File: config.mk
export PLATFORM = sky130hd
export DESIGN_NAME = pbus_target_seq
export DESIGN_NICKNAME = d
export VERILOG_FILES = /design/src/rtl/pbus_target_seq.sv
export SDC_FILE = /design/constraint.sdc
export NUM_CORES = 1
export LEC_CHECK = 0
export ABC_AREA = 1
export BUFFER_PORTS_ARGS = -buffer_cell sky130_fd_sc_hd__buf_2
export CORE_AREA = 3 3 83 85
export DETAILED_ROUTE_END_ITERATION = 6
export DIE_AREA = 0 0 86 88
export PLACE_DENSITY_LB_ADDON = 0.08
export SYNTH_ARGS = -nofsm -noshare
export SYNTH_HDL_FRONTEND = slang
export SYNTH_SLANG_ARGS = --single-unit
File: constraint.sdc
create_clock -name clk -period 2.4 [get_ports clk]
set_input_delay 0.12 -clock clk [delete_from_list [all_inputs] [get_ports clk]]
set_output_delay 0.12 -clock clk [all_outputs]
set_load 0.02 [all_outputs]
File: src/rtl/pbus_target_seq.sv
module pbus_target_seq #(
  parameter int DW = 8,
  parameter int OPW = 4,
  parameter logic [OPW-1:0] OP_READ = 4'h1,
  parameter logic [DW-1:0] STAT_GOOD = '0,
  parameter logic [DW-1:0] MSG_DONE = '0
) (
  input  logic                  clk,
  input  logic                  rst_n,
  input  logic [$clog2(DW)-1:0] own_id,
  input  logic                  sel_i,
  input  logic                  bsy_i,
  input  logic                  ack_i,
  input  logic [DW-1:0]         bus_din,
  output logic                  bsy_o,
  output logic                  req_o,
  output logic                  cd_o,
  output logic                  io_o,
  output logic                  msg_o,
  output logic [DW-1:0]         bus_dout,
  output logic                  bus_oe,
  output logic [DW-1:0]         xfer_idx,
  input  logic [DW-1:0]         xfer_byte
);
  localparam int NW = DW - OPW;

  typedef enum logic [2:0] {S_FREE, S_SEL, S_SETUP, S_REQ, S_REL} st_t;
  typedef enum logic [1:0] {P_CMD, P_DATA, P_STAT, P_MSG} ph_t;

  st_t st;
  ph_t ph;
  logic           first;
  logic [OPW-1:0] op;
  logic [NW-1:0]  left;
  logic [DW-1:0]  len, idx, dout;
  logic           hs, sel_hit;
  logic [DW-1:0]  next_out;

  assign sel_hit = sel_i && !bsy_i && bus_din[own_id] && ($countones(bus_din) == 2);
  assign hs      = (st == S_SETUP) || (st == S_REQ) || (st == S_REL);

  assign bsy_o    = st != S_FREE;
  assign req_o    = st == S_REQ;
  assign cd_o     = hs && ph != P_DATA;
  assign io_o     = hs && ph != P_CMD;
  assign msg_o    = hs && ph == P_MSG;
  assign bus_oe   = io_o;
  assign bus_dout = dout;
  assign xfer_idx = idx;

  always_comb begin
    case (ph)
      P_DATA:  next_out = xfer_byte;
      P_STAT:  next_out = STAT_GOOD;
      P_MSG:   next_out = MSG_DONE;
      default: next_out = '0;
    endcase
  end

  always_ff @(posedge clk or negedge rst_n) begin
    if (!rst_n) begin
      st <= S_FREE;
      ph <= P_CMD;
      first <= 1'b0;
      op <= '0;
      left <= '0;
      len <= '0;
      idx <= '0;
      dout <= '0;
    end else begin
      case (st)
        S_FREE: if (sel_hit) st <= S_SEL;
        S_SEL: if (!sel_i) begin
          st <= S_SETUP;
          ph <= P_CMD;
          first <= 1'b1;
          len <= '0;
          idx <= '0;
        end
        S_SETUP: if (!ack_i) begin
          st <= S_REQ;
          dout <= next_out;
        end
        S_REQ: if (ack_i) begin
          st <= S_REL;
          if (ph == P_CMD) begin
            if (first) begin
              first <= 1'b0;
              op <= bus_din[DW-1 -: OPW];
              left <= bus_din[NW-1:0];
            end else begin
              left <= left - 1'b1;
              len <= bus_din;
            end
          end
          if (ph == P_DATA) idx <= idx + 1'b1;
        end
        S_REL: if (!ack_i) begin
          case (ph)
            P_CMD: begin
              st <= S_SETUP;
              if (left == '0) ph <= (op == OP_READ && len != '0) ? P_DATA : P_STAT;
            end
            P_DATA: begin
              st <= S_SETUP;
              if (idx == len) ph <= P_STAT;
            end
            P_STAT: begin
              st <= S_SETUP;
              ph <= P_MSG;
            end
            default: begin
              st <= S_FREE;
              ph <= P_CMD;
            end
          endcase
        end
        default: st <= S_FREE;
      endcase
    end
  end
endmodule

* Yosys cells after proc, flatten, opt, wreduce, memory -nomap -nowiden *
Cells that the tools add are included.

operators by class
  add/subtract/negate cells = 9
  magnitude comparators = 1
  equal/unequal tests = 21
  muxes and demuxes = 30
  bitwise gates (word level) = 1
  reductions and logical operators = 27

operator list
  kind                                                    number
  2-to-1 mux 8 bit                                        7
  one-hot mux 8 bit (2 select lines)                      2
  2-to-1 mux 3 bit                                        5
  one-hot mux 3 bit (5 select lines)                      1
  AND reduction 5 bit                                     3
  2-to-1 mux 2 bit                                        6
  inequality test 2 bit (second input constant)           6
  AND reduction 4 bit                                     3
  adder 1 x 1 -> 2 bit                                    4
  adder 8 x 1 -> 8 bit (second input constant)            1
  == test 8 bit                                           1
  nonzero test 8 bit                                      1
  logical AND 1 bit                                       7
  adder 2 x 2 -> 3 bit                                    2
  == test 3 x 2 -> 1 bit (second input constant)          2
  inequality test 2 x 1 -> 1 bit (second input constant)  3
  inequality test 3 x 2 -> 1 bit (second input constant)  2
  one-hot mux 2 bit (3 select lines)                      1
  nonzero test 2 bit                                      3
  adder 3 x 3 -> 4 bit                                    1
  == test 2 bit (second input constant)                   2
  == test 4 x 1 -> 1 bit (second input constant)          1
  == test 4 x 2 -> 1 bit (second input constant)          1
  logical NOT 4 bit                                       1
  19 further kinds                                        23

word-level totals
  register bits = 38
  input bits = 24
  logic and storage cells = 97

* Logic depth before layout (Yosys ltp) *
Gate-level depths: netlist (run 1).

  depth in word-level cells = 7
  depth in mapped cells = 15

* Worst setup path after synthesis (run 1) *
No wires, ideal clock.

  path kind = input-to-reg
  start = input bus_din[0]
  end = register st[1]
  arrival = 2667 ps
  path slack = -386 ps
  stages = 15
  buffers on the path = 0
  cells stage by stage = inv_1 > fa_1 > fa_1 > fa_1 > inv_1 > ha_1 > fa_1 > nand2_1 > nor2_1 > a21oi_1 > nor2_1 > nand3_1 > nand2_1 > nand3_1 > nand2_1

between the ends
  longest elaborated chain between the ends = 7

ends and longest elaborated chain
  element                                     line  text
  from (decl)                                 14    input logic [DW-1:0] bus_din,
  adder 1 x 1 -> 2 bit (not written as such)  39    assign sel_hit = sel_i && !bsy_i && bus_din[own_id] && ($countones(bus_din) == 2);
  adder 2 x 2 -> 3 bit (not written as such)  39
  adder 3 x 3 -> 4 bit (not written as such)  39
  == test 4 x 2 -> 1 bit                      39
  logical AND 1 bit (*)                       39
  inequality test 2 bit (no source line) (*)  n/a
  AND reduction 5 bit (no source line) (*)    n/a
  to (signal assigned)                        62    st <= S_FREE;
  to (signal assigned)                        72    S_FREE: if (sel_hit) st <= S_SEL;
  to (signal assigned)                        74    st <= S_SETUP;
  to (decl)                                   30    st_t st;

Mark *: on every way between the ends. The rest lies on a longest branch, timed or not. The select of a mux whose other input is x is not followed.
A chain may end at the register's enable or synchronous reset.

* Worst setup path in the final report (run 1) *
  start = input bus_din[1]
  end = register st[0]

Same word-level chain as after synthesis.

==> metrics.txt, run 1 <==
status=finished with violations; failing checks=negative setup slack; Power Total=2.73 mW; synthesis-stage register bit count=38; Starting Density=39.5%; most common cell after layout, fill and taps aside=nand2_1; final clock skew=between 0.006 and 0.007 ns; RSZ-0062 raised after global routing=yes; Tcrit/Tclk final=112%; I/O Buffers=45; area of the mapped netlist=2480 sq um; area of the multi-input gates=1320 sq um; Worst EP arrival=~2.9 ns; WP data required=roughly 2.6 ns; Layout Utilization=47.7%; Die ar.=roughly 7600 sq um; # diodes=0; number of fill cells=~650; synthesized instance count=321; DP HPWL=4.58 mm; most frequent cells in the layout=83 x nand2_1, 43 x buf_2, 38 x inv_1, 38 x dfrtp_1, 30 x nand3_1; clock-pin slew of the registers on the worst-case setup and hold paths=about 0.08 ns; total congestion overflow=0; DRT antenna net count=0; register area=951 sq um; design area=about 3000 sq um; Mapped Avg Cell Area=a little under 8 sq um; core region area=6280 sq um; first-pass GRT wire length=10.4 mm; number of antenna violations at the first check in global routing=0; H-tree levels=2; die height=a little under 90 microns; critical path launch point type=input pin; Max Cap Viol=0; I/O pin cnt=46; Period minus WS final=2.69 ns; vias post-DR=2,196; Slew HR=just over 40%; synth unique cells=38; CTS Buf Count=5; HP Class=input pin to flip-flop; worst-margin pin slew=0.883 ns; Yosys top cell by area=dfrtp_1; fmax=372 MHz; clock tree root driver cell=clkbuf_8; Worst-Skew Late Latency=0.29 ns; Final Setup Violations=2; Final #Nets=416; P_leak=approximately 1.6 nW; PwrDens=911 nW/um^2; synth top area cells=dfrtp_1 38%, nand2_1 13%, nand3_1 6.5%; Synth top area share=38.3%; Wirelength per Cell=13.0 microns; Cell Rows=29; clk buf depth=2; Seq/Total Area, Yosys=38.3%; GRT Total Usage=around 17%; pre-CTS setup slack=-0.692 ns; P&R area growth vs syn=20.7%; final hold vios=0; CP Capture Type=flip-flop; width of the die=approximately 86 microns; final setup TNS=-0.563 ns; Syn. warnings=0; CTS tree=yes; clock sinks=38; layout cells sized above 1=26.6%; largest net degree at the start of global routing=39; vias in the first global route=2,074; final WL=5.96 mm; syn nets=358; Iter 0 DRT Violations=101; DRC Markers=0; Final Max Slew Viols=0; drt pass-1 iters=4; Setup WS post-layout=-0.287 ns; Peak VDD IR=0.421 mV; WS Path Type=input pin to flip-flop; critical path peak fanout=2; GPL Wtd Cong=about 0.87; mean number of vias per cell=approximately 4.8; Placed Area=2850 sq um
==> per-stage QoR <==
| stage | cells | hold WS [ns] |
|---|---|---|
| 3_3_place_gp | 447 | 0.292 |
| 3_5_place_dp | 447 | 0.292 |
| 2_1_floorplan | 321 | -0.176 |
| 6_report | 457 | 0.0487 |
| 5_1_grt | 457 | 0.0452 |
| 4_1_cts | 457 | 0.0440 |
==> synth_stat cells, drive strengths merged <==
| master | count |
|---|---|
| o211ai | 1 |
| o211a | 1 |
| ha | 9 |
| or2 | 4 |
| dfrtp | 38 |
| a22o | 1 |
| nand2 | 86 |
| fa | 4 |
| o21ai | 35 |
| clkbuf | 3 |
| nand4 | 1 |
| inv | 47 |
| buf | 4 |
| nor2 | 27 |
| nand3 | 33 |
| xnor2 | 3 |
| a21oi | 11 |
| xor2 | 3 |
| nand3b | 2 |
| nor3 | 2 |
| o22ai | 5 |
| nor3b | 1 |
==> metal layers <==
layer	vias to the layer above	GRT usage, %	part of all wire [%]
met2	39	27.5	46
met5	-	0	0
met4	0	4.32	0.79
li1	1142	-	-
met1	1011	24.6	49
met3	4	3.20	4.1
==> final timing paths <==
check                        startpoint           to  slack (ns)  cells past startpoint
hold / removal             xfer_byte[2]  bus_dout[2]        0.05                      3
setup / recovery             bus_din[1]        st[0]       -0.29                     14
max in group asynchronous         rst_n      left[2]        1.36                      2
hold reg to reg                   op[3]        op[3]        0.48                      2
min in group asynchronous         rst_n  xfer_idx[4]        0.48                      2
setup reg to reg                  ph[1]       len[0]        0.69                      6
==> cells by family (layout without fill, tap and decap cells) <==
group / count (synthesis) / after routing / synth area share, %
buffers and inverters: 54 / 113 / 9.17
xor gates and xnor gates: 6 / 6 / 2.12
DFF: 38 / 38 / 38.3
adders and majority gates: 13 / 13 / 7.76
and+or+nand+nor: 156 / 156 / 28.9
AOI/OAI and AO/OA: 54 / 54 / 13.7
==> cell type report <==
class	count	share of cell area [%]
tap	77	3.22
clock inverter	1	0.167
clock buffer	7	2.88
sequential	38	31.7
timing repair buffer	58	11.4
inverter	47	6.39
multi-input combinational	229	44.2
==> power by group <==
group	leakage (nW)	switching, mW	internal [mW]
combinational	1.06	0.846	0.468
sequential	0.508	0.142	0.801
clock	0.0482	0.237	0.232
total	1.62	1.23	1.50
==> sequential cells by signal (all words and copies together), names as in the netlist <==
name      count
first         1
len           8
xfer_idx      8
st            3
left          4
ph            2
op            4
bus_dout      8
==> critical path, cell delays in order <==
cell and delay [ns]:
buf_8 0.08, inv_4 0.03, fa_1 0.54, fa_1 0.44
fa_1 0.49, inv_1 0.04, ha_2 0.17, fa_2 0.53
nand3_2 0.08, nor2_2 0.11, nand3_2 0.08, nand2_2 0.08
nand3_1 0.06, nand2_1 0.07
==> repair_timing <==
action                                 4_1_cts  5_1_grt
pin swaps                                    3        2
gates resized for setup                      7        3
cloned                                       0        0
endpoints found under the hold margin       38        0
setup endpoints to repair                    2        2
hold buffers                                 1        0
buffers inserted                             1        0
Power figures use the tool's default switching activity.
==> inputs of run 2 (changes only) <==
Settings changed: TNS_END_PERCENT set to 5.
==> run 2 against run 1 <==
The run still ends with negative setup slack left. Utilization rose by 0.82 points. Clock skew decreased by 0.0024 ns. Global-route usage shrank 0.44 points. Fmax down 2.6%. Clock power is 46% higher. Cell area is 1.7% higher. Sequential cell count is the same. Via count down 0.50%. Routed wire length rose by 1.6%. Non-clock buffer count up 1. Critical path depth did not move. Highest routed layer unchanged.
==> metrics.txt, run 2 (synthesized netlist as in run 1, its figures left out) <==
status=finished with violations; failing checks=negative setup slack; most common cell after layout, fill and taps aside=nand2_1; cell-by-cell trace of the critical path=buf_8 -> inv_4 -> fa_1 -> fa_1 -> fa_1 -> inv_2 -> ha_4 -> fa_2 -> nand3_2 -> nor2_1 -> nand3_1 -> nand2_1 -> nand3_1 -> nand2_1; vias post-DR=2,185; Max Cap Viol=0; WHS Endpoint=bus_dout[5]; clock-pin slew of the registers on the worst-case setup and hold paths=approximately 0.080 ns; Final #Nets=around 420; WS Path Type=input pin to flip-flop; fmax=363 MHz; Slew HR=41.2%; Finished Layout Cells=458; RSZ-0062 raised after global routing=yes; core region area=6280 sq um; number of antenna violations at the first check in global routing=0; DRC Markers=0; Placed Area=2840 sq um; DP HPWL=approximately 4.6 mm; FF-to-FF path depth=6; I/O Buffers=45; Top cell by count, worst path=fa_1; Critical R2R Capture=len[7]; CP Capture Type=flip-flop; Crit path max-delay family=adder cells; final WL=6.06 mm; I/O pin cnt=46; Tcrit/Tclk final=115%; Wirelength per Cell=13.2 microns; total congestion overflow=0; clock tree root driver cell=clkbuf_8; final setup TNS=-0.700 ns; Starting Density=39.5%; worst r2r src=ph[1]; Setup WS post-layout=-0.358 ns; final hold vios=0; final clock skew=~0.004 ns; mean number of vias per cell=4.77; critical path launch point type=input pin; Peak VDD IR=0.418 mV; H-tree levels=2; crit path buf inv count=3; clock sinks=38; die height=88 microns; P_leak=1.64 nW; P&R area growth vs syn=22.7%; CTS Buf Count=5; GPL Wtd Cong=approximately 0.87; most frequent cells in the layout=84 x nand2_1, 43 x buf_2, 38 x dfrtp_1, 37 x inv_1, 31 x nand3_1; area of the multi-input gates=approximately 1300 sq um; vias in the first global route=2,119; CTS tree=yes; Layout Utilization=between 40% and 50%; number of fill cells=648; Final Setup Violations=2; HP Class=input pin to flip-flop; WP data required=2.64 ns; HP Start=xfer_byte[5]; largest net degree at the start of global routing=39; post-placement cell count=447; design area=3050 sq um; first-pass GRT wire length=10.2 mm; Die ar.=7570 sq um; Final Max Slew Viols=0; # diodes=0; setup slack, reg-to-reg=0.69 ns; layout cells sized above 1=26.5%; CP max stage delay=0.56 ns; Period minus WS final=between 2 and 3 ns; clk buf depth=2; DRT antenna net count=0; drt pass-1 iters=4; worst-margin pin slew=approximately 0.88 ns; width of the die=86 microns; CP max stage cell=fa_1; Iter 0 DRT Violations=80; register area=951 sq um; Worst-Skew Late Latency=0.30 ns; GRT Total Usage=16.9%; worst hold stages=3; Cell Rows=29; PwrDens=977 nW/um^2; Worst EP arrival=3.00 ns; critical path peak fanout=2
[run 2: worst reg2reg max path, stage by stage, from the launching register on]
cell	delay [ns]
dfrtp_1	0.42
inv_1	0.14
ha_1	0.36
nand3_1	0.18
inv_2	0.23
o21ai_2	0.14
o22ai_1	0.17
[run 2: per-stage QoR]
stage	hold slack (ns)	worst slack [ns]	total power, mW
after CTS	0.0396	-0.319	2.98
after floorplan	-0.176	-0.386	1.94
after global placement	0.290	-0.554	2.26
final	0.0458	-0.358	2.98
after global routing	0.0470	-0.487	3.22
after detailed placement	0.296	-0.640	2.28
[run 2: layout make-up]
type | instances | area share [%]
clock buffer | 6 | 2.71
clock inverter | 2 | 1.97
inverter | 47 | 6.04
multi-input combinational | 229 | 43.4
sequential | 38 | 31.2
tap | 77 | 3.16
timing repair buffer | 59 | 11.5
[run 2: report_power, final]
part,internal (mW),leakage (nW),switching (mW)
logic,0.474,1.07,0.866
registers,0.801,0.508,0.148
clock network,0.444,0.0714,0.245
[run 2: how the worst max path moves through the flow]
stage               start     to  slack, ns  cells past startpoint
3_5_place_dp   bus_din[0]  st[1]      -0.64                     16
3_3_place_gp   bus_din[0]  st[1]      -0.55                     16
5_1_grt        bus_din[1]  st[1]      -0.49                     16
4_1_cts        bus_din[0]  st[1]      -0.32                     16
6_report       bus_din[1]  st[1]      -0.36                     14
2_1_floorplan  bus_din[0]  st[1]      -0.39                     15
[run 2: routing by layer]
| metal | up-vias | global-route usage [%] | share of wire (%) |
|---|---|---|---|
| met5 | - | 0 | 0 |
| met3 | 4 | 2.82 | 3.6 |
| met2 | 38 | 27.4 | 47 |
| li1 | 1149 | - | - |
| met4 | 0 | 4.32 | 0.69 |
| met1 | 994 | 23.6 | 49 |
[run 2: repair_timing]
| action | in CTS | in global routing |
|---|---|---|
| cloned | 0 | 0 |
| setup endpoints to repair | 2 | 2 |
| pin swaps | 0 | 8 |
| endpoints found under the hold margin | 38 | 0 |
| hold buffers | 1 | 0 |
| gates resized for setup | 0 | 12 |
| buffers inserted | 0 | 2 |
